--- src/rtl/rpt_pkg.sv ---
package rpt_pkg;
    typedef enum logic [1:0] {
        ST_IDLE  = 2'd0,
        ST_LOAD  = 2'd1,
        ST_COUNT = 2'd2,
        ST_WRAP  = 2'd3
    } rpt_state_e;

    localparam logic [1:0] SEL_PRESET = 2'd0;
    localparam logic [1:0] SEL_RELOAD = 2'd1;
    localparam logic [1:0] SEL_CTRL   = 2'd2;
endpackage

--- src/rtl/rpt_start_sync.sv ---
module rpt_start_sync #(
    parameter int STAGES = 2
) (
    input  logic clk,
    input  logic rst_n,
    input  logic async_in,
    output logic rise
);
    logic [STAGES:0] chain_q;

    for (genvar i = 0; i <= STAGES; i++) begin : g_stage
        if (i == 0) begin : g_first
            always_ff @(posedge clk or negedge rst_n) begin
                if (!rst_n) chain_q[0] <= 1'b0;
                else        chain_q[0] <= async_in;
            end
        end else begin : g_next
            always_ff @(posedge clk or negedge rst_n) begin
                if (!rst_n) chain_q[i] <= 1'b0;
                else        chain_q[i] <= chain_q[i-1];
            end
        end
    end

    // last synchroniser stage against the extra delay flop
    assign rise = chain_q[STAGES-1] & ~chain_q[STAGES];
endmodule

--- src/rtl/rpt_cfg_regs.sv ---
module rpt_cfg_regs
    import rpt_pkg::*;
#(
    parameter int W = 16
) (
    input  logic         clk,
    input  logic         rst_n,
    input  logic         wr_en,
    input  logic [1:0]   wr_sel,
    input  logic [W-1:0] wr_data,
    input  logic         idle,
    output logic [W-1:0] preset_q,
    output logic [W-1:0] reload_q
);
    always_ff @(posedge clk or negedge rst_n) begin
        if (!rst_n) begin
            preset_q <= '0;
            reload_q <= '0;
        end else if (wr_en) begin
            if (wr_sel == SEL_PRESET && idle) preset_q <= wr_data;
            if (wr_sel == SEL_RELOAD)         reload_q <= wr_data;
        end
    end
endmodule

--- src/rtl/rpt_fsm.sv ---
module rpt_fsm
    import rpt_pkg::*;
#(
    parameter int W = 16
) (
    input  logic         clk,
    input  logic         rst_n,
    input  logic         sw_start,
    input  logic         sw_stop,
    input  logic         hw_start,
    input  logic         tick,
    input  logic [W-1:0] preset_q,
    input  logic [W-1:0] reload_q,
    output rpt_state_e   state_q,
    output logic [W-1:0] cnt_q,
    output logic         pulse_q,
    output logic         irq_q
);
    localparam logic [W-1:0] WRAP_VAL = '1;
    localparam logic [W-1:0] ONE      = W'(1);

    rpt_state_e state_d;
    logic       start_req;

    assign start_req = sw_start | hw_start;

    always_comb begin
        state_d = state_q;
        if (sw_stop) begin
            state_d = ST_IDLE;
        end else begin
            unique case (state_q)
                ST_IDLE:  if (start_req)                 state_d = ST_LOAD;
                ST_LOAD:  if (tick)                      state_d = ST_COUNT;
                ST_COUNT: if (tick && cnt_q == '0)       state_d = ST_WRAP;
                ST_WRAP:  if (tick)                      state_d = ST_COUNT;
                default:                                 state_d = ST_IDLE;
            endcase
        end
    end

    always_ff @(posedge clk or negedge rst_n) begin
        if (!rst_n) state_q <= ST_IDLE;
        else        state_q <= state_d;
    end

    always_ff @(posedge clk or negedge rst_n) begin
        if (!rst_n) begin
            cnt_q   <= '0;
            pulse_q <= 1'b0;
            irq_q   <= 1'b0;
        end else begin
            irq_q <= 1'b0;
            if (!sw_stop) begin
                unique case (state_q)
                    ST_IDLE: begin
                        if (start_req) pulse_q <= ~pulse_q;
                    end
                    ST_LOAD: begin
                        if (tick) cnt_q <= preset_q;
                    end
                    ST_COUNT: begin
                        if (tick) begin
                            if (cnt_q == '0) begin
                                cnt_q   <= WRAP_VAL;
                                pulse_q <= ~pulse_q;
                                irq_q   <= 1'b1;
                            end else begin
                                cnt_q <= cnt_q - ONE;
                            end
                        end
                    end
                    ST_WRAP: begin
                        if (tick) cnt_q <= reload_q - ONE;
                    end
                    default: ;
                endcase
            end
        end
    end
endmodule

--- src/rtl/reload_pulse_timer.sv ---
module reload_pulse_timer
    import rpt_pkg::*;
#(
    parameter int W           = 16,
    parameter int SYNC_STAGES = 2
) (
    input  logic         clk,
    input  logic         rst_n,
    input  logic         wr_en,
    input  logic [1:0]   wr_sel,
    input  logic [W-1:0] wr_data,
    input  logic         tick,
    input  logic         ext_start,
    output logic [W-1:0] cnt_val,
    output logic         running,
    output logic         pulse_out,
    output logic         irq
);
    rpt_state_e   state_q;
    logic [W-1:0] preset_q;
    logic [W-1:0] reload_q;
    logic         hw_start;
    logic         ctrl_wr;
    logic         sw_start;
    logic         sw_stop;

    assign ctrl_wr  = wr_en && (wr_sel == SEL_CTRL);
    assign sw_start = ctrl_wr &&  wr_data[0];
    assign sw_stop  = ctrl_wr && !wr_data[0];

    rpt_start_sync #(.STAGES(SYNC_STAGES)) sync_i (
        .clk      (clk),
        .rst_n    (rst_n),
        .async_in (ext_start),
        .rise     (hw_start)
    );

    rpt_cfg_regs #(.W(W)) regs_i (
        .clk      (clk),
        .rst_n    (rst_n),
        .wr_en    (wr_en),
        .wr_sel   (wr_sel),
        .wr_data  (wr_data),
        .idle     (state_q == ST_IDLE),
        .preset_q (preset_q),
        .reload_q (reload_q)
    );

    rpt_fsm #(.W(W)) fsm_i (
        .clk      (clk),
        .rst_n    (rst_n),
        .sw_start (sw_start),
        .sw_stop  (sw_stop),
        .hw_start (hw_start),
        .tick     (tick),
        .preset_q (preset_q),
        .reload_q (reload_q),
        .state_q  (state_q),
        .cnt_q    (cnt_val),
        .pulse_q  (pulse_out),
        .irq_q    (irq)
    );

    assign running = (state_q != ST_IDLE);
endmodule

--- config.mk ---
export PLATFORM = sky130hd
export DESIGN_NAME = reload_pulse_timer
export DESIGN_NICKNAME = d
export VERILOG_FILES = /design/src/rtl/rpt_pkg.sv /design/src/rtl/rpt_start_sync.sv /design/src/rtl/rpt_cfg_regs.sv /design/src/rtl/rpt_fsm.sv /design/src/rtl/reload_pulse_timer.sv
export SDC_FILE = /design/constraint.sdc
export NUM_CORES = 1
export LEC_CHECK = 0
export BUFFER_PORTS_ARGS = -buffer_cell sky130_fd_sc_hd__buf_2
export CAP_MARGIN = 20
export CORE_ASPECT_RATIO = 0.9
export CORE_UTILIZATION = 50
export DETAILED_ROUTE_END_ITERATION = 12
export PLACE_DENSITY = 0.79
export SLEW_MARGIN = 30
export SYNTH_ARGS = -nofsm -noshare
export SYNTH_HDL_FRONTEND = slang
export SYNTH_SLANG_ARGS = --single-unit
--- constraint.sdc ---
create_clock -name clk -period 3 [get_ports clk]
set_clock_uncertainty 0.15 [all_clocks]
set_input_delay 0.6 -clock clk [delete_from_list [all_inputs] [get_ports clk]]
set_output_delay 0.6 -clock clk [all_outputs]
set_load 0.1 [all_outputs]
# After elaboration in Yosys (flattened, before gate mapping)
# Index checks and enable logic that the tools add are counted.
[word_totals] inputBits=23 out_inout_bits=19 regBits=55
[classes] n_eq_ne=13 n_reduce_logical=18 mux=18 n_bitwise=5 n_addsub=2
[op_table] cell="2-to-1 mux 16 bit" n=4
[op_table] cell="one-hot mux 16 bit (3 select lines)" n=1
[op_table] cell="subtractor 16 x 1 -> 16 bit (second input constant)" n=2
[op_table] cell="logical NOT 16 bit" n=1
[op_table] cell="AND reduction 5 bit" n=2
[op_table] cell="inequality test 3 x 1 -> 1 bit (second input constant)" n=3
[op_table] cell="2-to-1 mux 2 bit" n=4
[op_table] cell="2-to-1 mux 1 bit" n=7
[op_table] cell="equality test 2 bit (second input constant)" n=3
[op_table] cell="inequality test 2 bit (second input constant)" n=3
[op_table] cell="one-hot mux 2 bit (3 select lines)" n=1
[op_table] cell="logical AND 1 bit" n=5
[op_table] cell="equality test 2 x 1 -> 1 bit (second input constant)" n=2
[op_table] cell="logical NOT 2 bit" n=2
[op_table] cell="inequality test 2 x 1 -> 1 bit (second input constant)" n=2
[op_table] cell="AND reduction 2 bit" n=2
[op_table] cell="nonzero test 2 bit" n=2
[op_table] cell="inverter 1 bit" n=3
[op_table] cell="AND reduction 3 bit" n=1
[op_table] cell="nonzero test 3 bit" n=1
[op_table] cell="one-hot mux 1 bit (2 select lines)" n=1
[op_table] cell="OR reduction 2 bit" n=1
[op_table] cell="bitwise AND 1 bit" n=1
[op_table] cell="logical NOT 1 bit" n=1
[op_table] cell="OR 1 bit" n=1

# Longest topological paths before layout
# Gate-level depths: netlist (run 1).
[logic_depth] ltp_word=7 ltp_mapped=8

# Cells and area by module
# A second synthesis (run 1) with hierarchy kept.
[unflattened] hier_cells=298 area_unflattened_um2=3158.0
[by_module_without_submodules] mod="rpt_fsm" cells_per_inst=221 area_each_um2=1771.7 instances=1
[by_module_without_submodules] mod="rpt_cfg_regs" cells_per_inst=69 area_each_um2=1265.0 instances=1
[by_module_without_submodules] mod="rpt_start_sync" cells_per_inst=4 area_each_um2=88.8 instances=1
[by_module_without_submodules] mod="reload_pulse_timer" cells_per_inst=4 area_each_um2=32.5 instances=1

# Worst setup path after synthesis (run 1)
# No wires, ideal clock.
[synth_timing] path_type="register to register" startpoint="register fsm_i.cnt_q[1]" endpoint="register fsm_i.pulse_q" setup_ns=0.161 synth_period_minus_slack_ns=2.667 path_stages_with_launch=9 slack_ns=0.333 t_arrival_ns=2.356 n_path_buf=1 path_cell_list="dfrtp_1 > inv_1 > ha_1 > or4b_4 > nor4_4 > buf_6 > a21oi_2 > nor3_2 > xor2_1"
[synth_via] elab_chain_cells=3
[synth_rtl] element="from (decl)" line_no="rpt_fsm.sv:15" text="output logic [W-1:0] cnt_q,"
[synth_rtl] element="from (signal assigned)" line_no="rpt_fsm.sv:60" text="if (tick) cnt_q <= preset_q;"
[synth_rtl] element="from (signal assigned)" line_no="rpt_fsm.sv:69" text="cnt_q <= cnt_q - ONE;"
[synth_rtl] element="from (signal assigned)" line_no="rpt_fsm.sv:74" text="if (tick) cnt_q <= reload_q - ONE;"
[synth_rtl] element="logical NOT 16 bit" line_no="rpt_fsm.sv:64" text="if (cnt_q == '0) begin"
[synth_rtl] element="inequality test 2 x 1 -> 1 bit (no line)"
[synth_rtl] element="AND reduction 5 bit (no line)"
[synth_rtl] element="to (signal assigned)" line_no="rpt_fsm.sv:57" text="if (start_req) pulse_q <= ~pulse_q;"
[synth_rtl] element="to (signal assigned)" line_no="rpt_fsm.sv:66" text="pulse_q <= ~pulse_q;"
[synth_rtl] element="to (decl)" line_no="rpt_fsm.sv:16" text="output logic pulse_q,"
# Every way passes these cells.
# A chain may end at the register's enable or synchronous reset.

# Worst setup path after layout (run 1)
[layout_timing] startpoint="register fsm_i.state_q[1]" endpoint="output running"
[layout_via] elab_chain_cells=1
[layout_rtl] element="from (decl)" line_no="rpt_fsm.sv:14" text="output rpt_state_e state_q,"
[layout_rtl] element="from (signal assigned)" line_no="rpt_fsm.sv:44" text="else state_q <= state_d;"
[layout_rtl] element="nonzero test 2 bit" line_no="reload_pulse_timer.sv:64" text="assign running = (state_q != ST_IDLE);"
[layout_rtl] element="to (decl)" line_no="reload_pulse_timer.sv:15" text="output logic running,"
# Every way passes these cells.

==> results of run 1 <==
logic make-up (layout without fill, tap and decap cells):
| group | after synthesis | in the layout | share of synthesized area (%) |
|---|---|---|---|
| AND/OR/NAND/NOR | 100 | 100 | 19.4 |
| buffers and inverters | 24 | 68 | 3.52 |
| multiplexers | 31 | 31 | 11.3 |
| flip-flops | 55 | 55 | 44.5 |
| XOR/XNOR | 10 | 10 | 2.83 |
| AO/OA/AOI/OAI | 77 | 77 | 17.2 |
| adder cells (fa/ha/maj) | 3 | 3 | 1.21 |
cells in the mapped netlist (2+ instances only):
cell	n
sky130_fd_sc_hd__nor2b_1	5
sky130_fd_sc_hd__xnor2_1	2
sky130_fd_sc_hd__a211oi_1	2
sky130_fd_sc_hd__a21o_1	2
sky130_fd_sc_hd__nor4_1	6
sky130_fd_sc_hd__o21a_1	4
sky130_fd_sc_hd__a22o_1	3
sky130_fd_sc_hd__nor2_1	18
sky130_fd_sc_hd__nand2b_1	2
sky130_fd_sc_hd__ha_1	3
sky130_fd_sc_hd__o21ai_0	13
sky130_fd_sc_hd__o31ai_1	2
sky130_fd_sc_hd__and3_1	2
sky130_fd_sc_hd__nand3b_1	2
sky130_fd_sc_hd__a31oi_1	9
sky130_fd_sc_hd__nor3_1	18
sky130_fd_sc_hd__buf_2	3
sky130_fd_sc_hd__nand2_1	16
sky130_fd_sc_hd__nand3_1	3
sky130_fd_sc_hd__dfrtp_1	55
sky130_fd_sc_hd__clkbuf_1	10
sky130_fd_sc_hd__nand4_1	2
sky130_fd_sc_hd__a21oi_1	17
sky130_fd_sc_hd__buf_6	2
sky130_fd_sc_hd__nor3b_1	3
sky130_fd_sc_hd__o2bb2ai_1	2
sky130_fd_sc_hd__mux2_2	31
sky130_fd_sc_hd__or4_1	8
sky130_fd_sc_hd__xor2_1	8
sky130_fd_sc_hd__o32a_1	5
sky130_fd_sc_hd__inv_1	9
sky130_fd_sc_hd__or3_1	3
sky130_fd_sc_hd__a221o_1	2
cell usage in the layout (no fill, tap or decap), types with 2 or more instances in the layout:
cell type and count:
sky130_fd_sc_hd__nor3_1 18, sky130_fd_sc_hd__a21oi_1 17, sky130_fd_sc_hd__or4_1 8, sky130_fd_sc_hd__xnor2_1 2, sky130_fd_sc_hd__and3_1 2, sky130_fd_sc_hd__a22o_1 3, sky130_fd_sc_hd__a31oi_1 9, sky130_fd_sc_hd__o21ai_0 13
sky130_fd_sc_hd__clkinv_4 2, sky130_fd_sc_hd__nor4_1 6, sky130_fd_sc_hd__mux2_2 31, sky130_fd_sc_hd__nand2b_1 2, sky130_fd_sc_hd__clkbuf_8 5, sky130_fd_sc_hd__nand3b_1 2, sky130_fd_sc_hd__a21o_1 2, sky130_fd_sc_hd__o2bb2ai_1 2
sky130_fd_sc_hd__nor2b_1 5, sky130_fd_sc_hd__nor3b_1 3, sky130_fd_sc_hd__xor2_1 8, sky130_fd_sc_hd__o31ai_1 2, sky130_fd_sc_hd__nand2_1 16, sky130_fd_sc_hd__or3_1 3, sky130_fd_sc_hd__o21a_1 4, sky130_fd_sc_hd__buf_2 41
sky130_fd_sc_hd__a211oi_1 2, sky130_fd_sc_hd__nand4_1 2, sky130_fd_sc_hd__nor2_1 18, sky130_fd_sc_hd__ha_1 3, sky130_fd_sc_hd__o32a_1 5, sky130_fd_sc_hd__buf_4 10, sky130_fd_sc_hd__nand3_1 3, sky130_fd_sc_hd__inv_1 9
sky130_fd_sc_hd__dfrtp_1 55, sky130_fd_sc_hd__a221o_1 2
worst paths after layout:
check | start | to | cells after the start
worst min-delay path | rst_n | fsm_i.cnt_q[0] | 1
worst min register to register | sync_i.chain_q[1] | sync_i.chain_q[2] | 0
worst max register to register | fsm_i.cnt_q[1] | fsm_i.pulse_q | 8
max in group asynchronous | rst_n | regs_i.preset_q[7] | 2
worst max-delay path | fsm_i.state_q[1] | running | 3
min in group clk | sync_i.chain_q[1] | sync_i.chain_q[2] | 0
metrics by stage:
step / hold WS, ps / util, % / total power [mW] / worst slack (ps)
5_1_grt: 115 / 59.6 / 4.11 / 376
4_1_cts: 86.9 / 59.6 / 3.88 / 492
3_3_place_gp: 184 / 58.1 / 3.42 / 647
2_1_floorplan: 154 / - / 3.00 / 333
6_report: 78.7 / 59.6 / 3.88 / 480
3_5_place_dp: 220 / 58.1 / 3.46 / 535
sequential cells by signal (all words and copies together), names as in the netlist:
name / cells
fsm_i.cnt_q: 16
fsm_i.irq_q: 1
fsm_i.pulse_q: 1
fsm_i.state_q: 2
regs_i.preset_q: 16
regs_i.reload_q: 16
sync_i.chain_q: 3
power by group through the flow:
| stage | sequential, mW | clock (mW) | combinational (mW) |
|---|---|---|---|
| after floorplan | 2.03 | 0 | 0.977 |
| final | 1.35 | 0.418 | 2.11 |
| after global placement | 1.33 | 0 | 2.08 |
| after detailed placement | 1.36 | 0 | 2.10 |
| after CTS | 1.34 | 0.429 | 2.11 |
| after global routing | 1.40 | 0.455 | 2.25 |
cell type report:
| class | count | area share (%) |
|---|---|---|
| clock buffer | 6 | 2.09 |
| clock inverter | 2 | 0.504 |
| inverter | 9 | 0.973 |
| multi-input combinational | 221 | 46.2 |
| sequential | 55 | 39.6 |
| tap | 70 | 2.52 |
| timing repair buffer | 51 | 8.07 |
worst reg2reg max path, delay by kind of cell, from the launching register on:
family	cells	cell delay (ps)
compound gates	1	70
buf+inv	2	380
xor+xnor	1	160
fa+ha+maj	1	180
flops	1	450
simple gates	3	1060
metal layers:
layer	global-route usage [%]	vias up	part of all wire [%]
met5	0	-	0
met3	4.98	6	5.9
met2	37.2	91	44
met1	36.3	1232	49
met4	6.78	0	1.1
li1	-	1219	-
==> impl_metrics.py, run 1 <==
metrics = {
    "detailed_routing": {
        "number_of_iterations_in_the_first_detailed_routing_pass": 8,
        "detail-route-antenna-nets": 0,
        "detail_route.vias_per_cell": 6.15,
        "initialDrtViolationCount": 207,
        "route.detailed.drc": 6,
        "avgRoutedWirePerCell_um": 17.7,
        "wirelength_um": 7320,
        "dr_total_vias": 2548,
    },
    "logic_synthesis": {
        "synth_top_cell_by_area": "sky130_fd_sc_hd__dfrtp_1",
        "yosys_warnings": 0,
        "synth_enable_flop_cells": 0,
        "syn-mean-instance-area_um2": 10.3,
        "postSynth.asyncResetShare_pct": 100,
        "ys_ff_latch": 55,
        "synth_area_leaders": "sky130_fd_sc_hd__dfrtp_1 45%, sky130_fd_sc_hd__mux2_2 11%, sky130_fd_sc_hd__nor3_1 2.9%",
        "netlist_instances": 300,
        "sequential_area_share_after_synthesis_pct": 44.5,
        "postSynthNetCount": 326,
        "synth_area_um2": 3090,
        "postSynth.topFlopCell": "sky130_fd_sc_hd__dfrtp_1",
        "fraction_of_synthesized_cell_area_taken_by_the_top_area_cell_type_pct": 44.5,
        "synth_cell_type_count": 61,
    },
    "sta": {
        "unrepaired_setup_endpoints_after_global_routing": "false",
        "totalNegativeSetupSlack_ps": 0,
        "min_period_ps": 2520,
        "slew-limit-headroom_pct": 45.4,
        "finalSetupViolCount": 0,
        "fmaxAchievable_mhz": 397,
        "report.final.slew_viol_count": 0,
        "timing.final.crit_share_pct": 84.0,
        "timing_hold_violations_final": 0,
        "timing_worst_slew_pin_value_ps": 816,
    },
    "run_status": {
        "run_status": "complete, but fails checks",
        "failed_checks": "design-rule violations",
    },
    "pwr": {
        "cellInternalPower_mw": 1.81,
        "ir_drop_uv": 469,
        "relative_contribution_of_sequential_cells_to_total_power_pct": 34.8,
        "power_density_nw_per_um2": 1120,
        "comb_power_share_pct": 54.4,
        "power.clock.fraction_pct": 10.8,
        "p_switching_mw": 2.08,
        "switching_share_pct": 53.5,
        "p_leak_nw": 1.51,
    },
    "worst_setup_path": {
        "category_of_the_worst_setup_path_capture_point": "output pin",
        "worst-endpoint-arrival_ps": 1770,
        "critical_path.cell_chain": "nor2_1 > inv_1 > buf_2",
        "reg2reg_setup_slack_ps": 500,
        "critical_path_peak_fanout": 15,
        "cp.required_ps": 2250,
        "crit_type": "flop to output pin",
        "cell_family_with_the_largest_share_of_critical_path_delay": "flip-flops",
        "slowest_delay_ps": 660,
        "critPathBufInv": 2,
        "crit_path_top_delay_cell": "sky130_fd_sc_hd__dfrtp_1",
        "start_kind": "flop",
    },
    "place": {
        "buffer_ports.inserted": 41,
        "gp_routability_congestion": 0.910,
        "dp_hpwl_um": 5450,
        "numPlacedInstances": 406,
        "placement.cell_area_um2": 3380,
    },
    "cts": {
        "clock_latency_ps": 310,
        "cts.path.max_buffers": 2,
        "cts_hold_repair.buffers": 0,
        "cts.repair.resized": 0,
        "tritoncts": "done",
        "cts_num_sinks": 55,
        "htree_num_levels": 2,
        "cts_buffers": 5,
        "clk_pin_slew_worst_paths_ps": 100,
        "clockRootBuffer": "sky130_fd_sc_hd__clkbuf_8",
        "post_cts.repair.setup_buffers": 0,
    },
    "grt": {
        "gr-usage-all-layers_pct": 24.7,
        "globalRouteOverflowTotal": 0,
        "grt_antenna_before_repair": 0,
        "grt_start_max_net_pins": 22,
        "wire_length_of_the_first_global_routing_pass_um": 12500,
        "grt_pass1_vias": 2425,
    },
    "die": {
        "die_w_um": 84.9,
        "row_count": 26,
        "chipHeight_um": 76.6,
        "io_pins": 42,
        "core-area_um2": 5820,
        "initial_core_utilization_pct": 53.1,
        "die_area_um2": 6500,
    },
    "finish": {
        "final-instance-count-excl-fill": 414,
        "multiInputGateArea_um2": 1610,
        "layout-drive-gt1-share_pct": 29.1,
        "final_nets": 369,
        "syn_to_final_growth_pct": 12.4,
        "n_antenna_cell": 0,
        "design_area_um2": 3470,
        "filler_cell_count": 499,
        "area.sequential_um2": 1380,
    },
    "min_path": {
        "hold_path.class": "input pin to asynchronous set/reset pin",
    },
    "run": {
        "max-cap-violations": 0,
    },
}
No activity file was read; power rests on OpenSTA's default activity.
==> run 2: changes to the inputs <==
==> constraint.sdc (replaced) <==
create_clock -name clk -period 2.45 [get_ports clk]
set_clock_uncertainty 0.15 [all_clocks]
set_input_delay 0.49 -clock clk [delete_from_list [all_inputs] [get_ports clk]]
set_output_delay 0.49 -clock clk [all_outputs]
set_load 0.1 [all_outputs]
==> run 2 against run 1 <==
  * Critical path type is now flop to flop
  * Sequential power rose by 22%
  * Setup slack worse by 330 ps
  * First-iteration DRC count is 54% higher
  * Largest power group unchanged
  * Via count grew 2.9%
  * Global-route usage is 0.070 points higher
  * Final area rose by 3.0%
  * Critical path depth rose by 3
  * Core utilization up 1.8 points
  * Clock power up 21%
  * The run still ends with design-rule violations left
  * Combinational power increased by 27%
  * Cell count is 1.7% higher
  * Die area unchanged
==> impl_metrics.py, run 2 (synthesis gave the netlist of run 1 again) <==
metrics = {
    "run_status": {
        "run_status": "complete, but fails checks",
        "failed_checks": "design-rule violations",
    },
    "detailed_routing": {
        "detail-route-antenna-nets": 0,
        "initialDrtViolationCount": 318,
        "dr_total_vias": 2623,
        "top_layer_used": "met4",
        "wl_met2_um": 3270,
        "detail_route.vias_per_cell": 6.23,
        "route.detailed.drc": 5,
        "met3WireLength_um": 455,
        "avgRoutedWirePerCell_um": 17.7,
        "number_of_iterations_in_the_first_detailed_routing_pass": 10,
        "m1WireLength_um": 3600,
        "wirelength_um": 7460,
    },
    "grt": {
        "gr-usage-all-layers_pct": 24.8,
        "grt_antenna_before_repair": 0,
        "globalRouteOverflowTotal": 0,
        "grt_pass1_vias": 2470,
        "grt_start_max_net_pins": 35,
        "wire_length_of_the_first_global_routing_pass_um": 12400,
    },
    "place": {
        "preCtsSetupSlack_ps": 144,
        "buffer_ports.inserted": 41,
        "numPlacedInstances": 414,
        "placement.cell_area_um2": 3480,
        "gp_routability_congestion": 0.939,
        "dp_hpwl_um": 5490,
    },
    "worst_setup_path": {
        "rr_startpoint": "fsm_i.cnt_q[0]",
        "reg2reg_setup_slack_ps": 150,
        "slowest_delay_ps": 580,
        "regToRegEndpoint": "fsm_i.cnt_q[13]",
        "start_kind": "flop",
        "cp.required_ps": 2550,
        "r2r_cells": 6,
        "crit_path_top_delay_cell": "sky130_fd_sc_hd__or4b_2",
        "critical_path_peak_fanout": 6,
        "critical_path.cell_chain": "inv_1 > ha_1 > or4b_2 > or4_1 > a31o_1 > a21oi_1",
        "worst-endpoint-arrival_ps": 2400,
        "crit_type": "flop to flop",
        "category_of_the_worst_setup_path_capture_point": "flop",
    },
    "cts": {
        "cts.path.max_buffers": 2,
        "clk_pin_slew_worst_paths_ps": 100,
        "clockRootBuffer": "sky130_fd_sc_hd__clkbuf_8",
        "cts.repair.resized": 0,
        "post_cts.repair.setup_buffers": 0,
        "cts_hold_repair.buffers": 0,
        "cts_num_sinks": 55,
        "htree_num_levels": 2,
        "cts_buffers": 5,
        "tritoncts": "done",
        "clock_latency_ps": 320,
    },
    "die": {
        "die_w_um": 84.9,
        "chipHeight_um": 76.6,
        "initial_core_utilization_pct": 53.1,
        "io_pins": 42,
        "row_count": 26,
        "core-area_um2": 5820,
        "die_area_um2": 6500,
    },
    "min_path": {
        "hold_path.class": "input pin to asynchronous set/reset pin",
    },
    "run": {
        "max-cap-violations": 0,
    },
    "finish": {
        "final-instance-count-excl-fill": 421,
        "final_common_cell": "sky130_fd_sc_hd__dfrtp_1",
        "reg_top3": "fsm_i.cnt_q x16, regs_i.preset_q x16, regs_i.reload_q x16",
        "final_nets": 377,
        "layout.core_utilization_pct": 61.4,
        "commonest_cells_after_routing_fill_and_taps_aside": "46 x sky130_fd_sc_hd__dfrtp_1, 41 x sky130_fd_sc_hd__buf_2, 31 x sky130_fd_sc_hd__mux2_2",
        "syn_to_final_growth_pct": 15.7,
        "n_antenna_cell": 0,
        "design_area_um2": 3580,
        "layout-drive-gt1-share_pct": 34.5,
    },
    "sta": {
        "timing_hold_violations_final": 0,
        "timing.final.ws_setup_ps": 150,
        "report.final.slew_viol_count": 0,
        "timing_worst_slew_pin_value_ps": 555,
        "finalSetupViolCount": 0,
        "slew-limit-headroom_pct": 63.0,
        "fmaxAchievable_mhz": 435,
        "totalNegativeSetupSlack_ps": 0,
        "timing.final.crit_share_pct": 93.9,
        "final_layout_worst_hold_slack_ps": 0.109,
        "unrepaired_setup_endpoints_after_global_routing": "false",
        "min_period_ps": 2300,
    },
    "pwr": {
        "p_leak_nw": 1.54,
        "post-layout-total-power_mw": 4.85,
        "ir_drop_uv": 525,
        "power_density_nw_per_um2": 1360,
    },
}
-- run 2: changes by cell type in the layout (fill, tap and decap cells not counted), sizes merged --
cell	before	now
buf	51	59
clkbuf	6	5
clkinvlp	0	1
clkinv	2	1
-- run 2: critical path: cells and delay by family, from the launching register on --
family	cells	cell delay, ps
AO/OA/AOI/OAI	2	350
adder cells (fa/ha/maj)	1	160
buffers and inverters	1	100
flip-flops	1	450
AND/OR/NAND/NOR	2	1030
-- run 2: worst max-delay path by stage --
stage,from,endpoint,slack [ps],depth (start not counted)
2_1_floorplan,fsm_i.state_q[1],regs_i.preset_q[11],-10,5
3_3_place_gp,fsm_i.cnt_q[1],fsm_i.cnt_q[13],180,6
3_5_place_dp,fsm_i.cnt_q[1],fsm_i.cnt_q[13],140,6
4_1_cts,fsm_i.cnt_q[1],fsm_i.cnt_q[13],130,6
5_1_grt,fsm_i.cnt_q[0],fsm_i.state_q[0],20,8
6_report,fsm_i.cnt_q[0],fsm_i.cnt_q[13],150,6
-- run 2: layout make-up --
type / instances / area (um^2)
clock buffers: 5 / 68.8
inverters: 9 / 37.5
clock inverters: 2 / 17.5
multi-input cells: 221 / 1620
flip-flops and latches: 55 / 1390
repair buffers: 59 / 357
well taps: 70 / 87.6
fillers: 487 / 2250
-- run 2: layer usage --
metal	up-vias	GRT usage, %
li1	1244	-
met1	1277	36.7
met2	88	36.3
met3	14	4.98
met4	0	8.31
met5	-	0
-- run 2: where the power goes --
group	switching [mW]	internal, mW	leakage, nW
registers	0.395	1.26	0.652
logic	1.88	0.809	0.848
clock network	0.306	0.202	0.0446
==> run 3: changes to the inputs <==
--- a/config.mk
+++ b/config.mk
@@ -11,6 +11,7 @@
 export CORE_UTILIZATION = 50
 export DETAILED_ROUTE_END_ITERATION = 12
 export PLACE_DENSITY = 0.79
+export SETUP_SLACK_MARGIN = 0.2
 export SLEW_MARGIN = 30
 export SYNTH_ARGS = -nofsm -noshare
 export SYNTH_HDL_FRONTEND = slang
==> run 3 against run 2 <==
  * The run still ends with design-rule violations left
  * Cell count up 1.2%
  * Hold slack better by 110 ps
  * Sequential share of layout area down 0.97 points
  * Critical endpoint is now fsm_i.pulse_q
  * Largest cell class unchanged
  * Largest power group unchanged
==> impl_metrics.py, run 3 (synthesis gave the netlist of run 1 again) <==
metrics = {
    "sta": {
        "report.final.slew_viol_count": 0,
        "min_period_ps": 2210,
        "timing_worst_slew_pin_value_ps": 806,
        "timing_hold_violations_final": 0,
        "fmaxAchievable_mhz": 453,
        "totalNegativeSetupSlack_ps": 0,
        "finalSetupViolCount": 0,
        "timing.final.crit_share_pct": 90.1,
        "slew-limit-headroom_pct": 46.3,
        "unrepaired_setup_endpoints_after_global_routing": "true",
    },
    "detailed_routing": {
        "detail_route.vias_per_cell": 6.21,
        "detail-route-antenna-nets": 0,
        "route.detailed.drc": 3,
        "avgRoutedWirePerCell_um": 17.5,
        "number_of_iterations_in_the_first_detailed_routing_pass": 11,
        "wirelength_um": 7470,
        "dr_total_vias": 2647,
        "initialDrtViolationCount": 239,
    },
    "grt": {
        "globalRouteOverflowTotal": 0,
        "grt_start_max_net_pins": 36,
        "grt_antenna_before_repair": 0,
        "gr-usage-all-layers_pct": 24.6,
        "grt_pass1_vias": 2522,
        "wire_length_of_the_first_global_routing_pass_um": 12500,
    },
    "die": {
        "die_area_um2": 6500,
        "initial_core_utilization_pct": 53.1,
        "die_w_um": 84.9,
        "core-area_um2": 5820,
        "row_count": 26,
        "io_pins": 42,
        "chipHeight_um": 76.6,
    },
    "cts": {
        "cts_buffers": 5,
        "cts_hold_repair.buffers": 0,
        "tritoncts": "done",
        "clockRootBuffer": "sky130_fd_sc_hd__clkbuf_8",
        "clock_latency_ps": 300,
        "cts_num_sinks": 55,
        "cts.path.max_buffers": 2,
        "htree_num_levels": 2,
        "clk_pin_slew_worst_paths_ps": 100,
    },
    "place": {
        "buffer_ports.inserted": 41,
        "numPlacedInstances": 413,
        "dp_hpwl_um": 5560,
        "gp_routability_congestion": 0.898,
    },
    "run_status": {
        "failed_checks": "design-rule violations",
        "run_status": "complete, but fails checks",
    },
    "min_path": {
        "hold_path.class": "input pin to asynchronous set/reset pin",
    },
    "finish": {
        "final_nets": 381,
        "reg_top3": "fsm_i.cnt_q x16, regs_i.preset_q x16, regs_i.reload_q x16",
        "filler_cell_count": 483,
        "n_antenna_cell": 0,
        "final_common_cell": "sky130_fd_sc_hd__buf_2",
        "final-instance-count-excl-fill": 426,
        "commonest_cells_after_routing_fill_and_taps_aside": "41 x sky130_fd_sc_hd__buf_2, 39 x sky130_fd_sc_hd__dfrtp_1, 23 x sky130_fd_sc_hd__mux2_2",
        "layout-drive-gt1-share_pct": 40.2,
        "syn_to_final_growth_pct": 20.5,
    },
    "worst_setup_path": {
        "critical_path.cell_chain": "or4_4 > nor4_4 > buf_6 > a21oi_2 > nor3_2 > xor2_1",
        "critical_path_peak_fanout": 12,
        "crit_type": "flop to flop",
        "cell_family_with_the_largest_share_of_critical_path_delay": "simple AND/OR/NAND/NOR gates",
        "slowest_delay_ps": 580,
        "critPathBufInv": 1,
        "category_of_the_worst_setup_path_capture_point": "flop",
        "worst-endpoint-arrival_ps": 2290,
        "cp.required_ps": 2530,
        "crit_path_top_delay_cell": "sky130_fd_sc_hd__or4_4",
        "start_kind": "flop",
    },
    "pwr": {
        "cellInternalPower_mw": 2.39,
        "p_switching_mw": 2.63,
        "switching_share_pct": 52.4,
        "ir_drop_uv": 503,
        "power.clock.fraction_pct": 9.7,
        "power_density_nw_per_um2": 1350,
        "comb_power_share_pct": 56.3,
        "relative_contribution_of_sequential_cells_to_total_power_pct": 34.0,
        "p_leak_nw": 1.58,
    },
    "run": {
        "max-cap-violations": 0,
    },
}
## run 3: cell types whose count changed in the layout (fill, tap and decap cells not counted), sizes merged
| cell | delta |
|---|---|
| clkinvlp | +1 |
| buf | +4 |
| clkbuf | +1 |
| inv | -1 |
## run 3: through the flow
stage | hold slack (ps) | setup slack (ps) | area (um^2) | total power, mW | utilization [%]
global placement | 183 | 172 | 3550 | 4.38 | 61.0
floorplan | 44.4 | 21.5 | 3220 | 3.84 | -
finish | 107 | 242 | 3720 | 5.02 | 63.9
detailed placement | 188 | 142 | 3550 | 4.45 | 61.0
CTS | 136 | 202 | 3670 | 4.98 | 63.1
global route | 129 | 127 | 3720 | 5.30 | 63.9
## run 3: path summary, 6_finish.rpt
kind                                         from            endpoint  slack (ps)  cells after the start
worst min-delay path                        rst_n         fsm_i.irq_q         110                      1
worst min register to register  sync_i.chain_q[0]   sync_i.chain_q[1]         210                      0
max in group asynchronous                   rst_n  regs_i.reload_q[4]        1350                      2
worst max register to register    fsm_i.cnt_q[12]       fsm_i.pulse_q         240                      6
worst max-delay path              fsm_i.cnt_q[12]       fsm_i.pulse_q         240                      6
min in group clk                        ext_start   sync_i.chain_q[0]         140                      1
## run 3: per-layer routing
metal,track usage (%),wire (um)
met1,35.4,3460
met2,38.9,3420
met3,3.79,507
met4,6.78,87
met5,0,0
## run 3: final cells by class
class	count	area, um^2	share of cell area (%)
multi-input cells	221	1730	46.3
well taps	70	87.6	2.35
repair buffers	63	374	10.0
clock inverters	2	12.5	0.336
clock buffers	6	72.6	1.95
flip-flops and latches	55	1410	37.8
inverters	9	42.5	1.14
## run 3: power by group through the flow
stage          clock network, mW  registers [mW]  logic (mW)
6_report                   0.487            1.71        2.83
5_1_grt                    0.535            1.76        3.00
4_1_cts                    0.502            1.69        2.79
3_5_place_dp                   0            1.73        2.72
3_3_place_gp                   0            1.70        2.68
2_1_floorplan                  0            2.57        1.27
## run 3: worst reg2reg max path, stage by stage (launching register included)
cell and delay [ps]:
sky130_fd_sc_hd__dfrtp_4 520, sky130_fd_sc_hd__or4_4 580, sky130_fd_sc_hd__nor4_4 280, sky130_fd_sc_hd__buf_6 200, sky130_fd_sc_hd__a21oi_2 80, sky130_fd_sc_hd__nor3_2 180, sky130_fd_sc_hd__xor2_1 150
## run 3: timing repair
item / in CTS / in global routing
pin swaps: 0 / 3
endpoints found under the setup margin: 3 / 13
setup buffers: 3 / 2
endpoints found under the hold margin: 0 / 0
gates resized for setup: 2 / 7
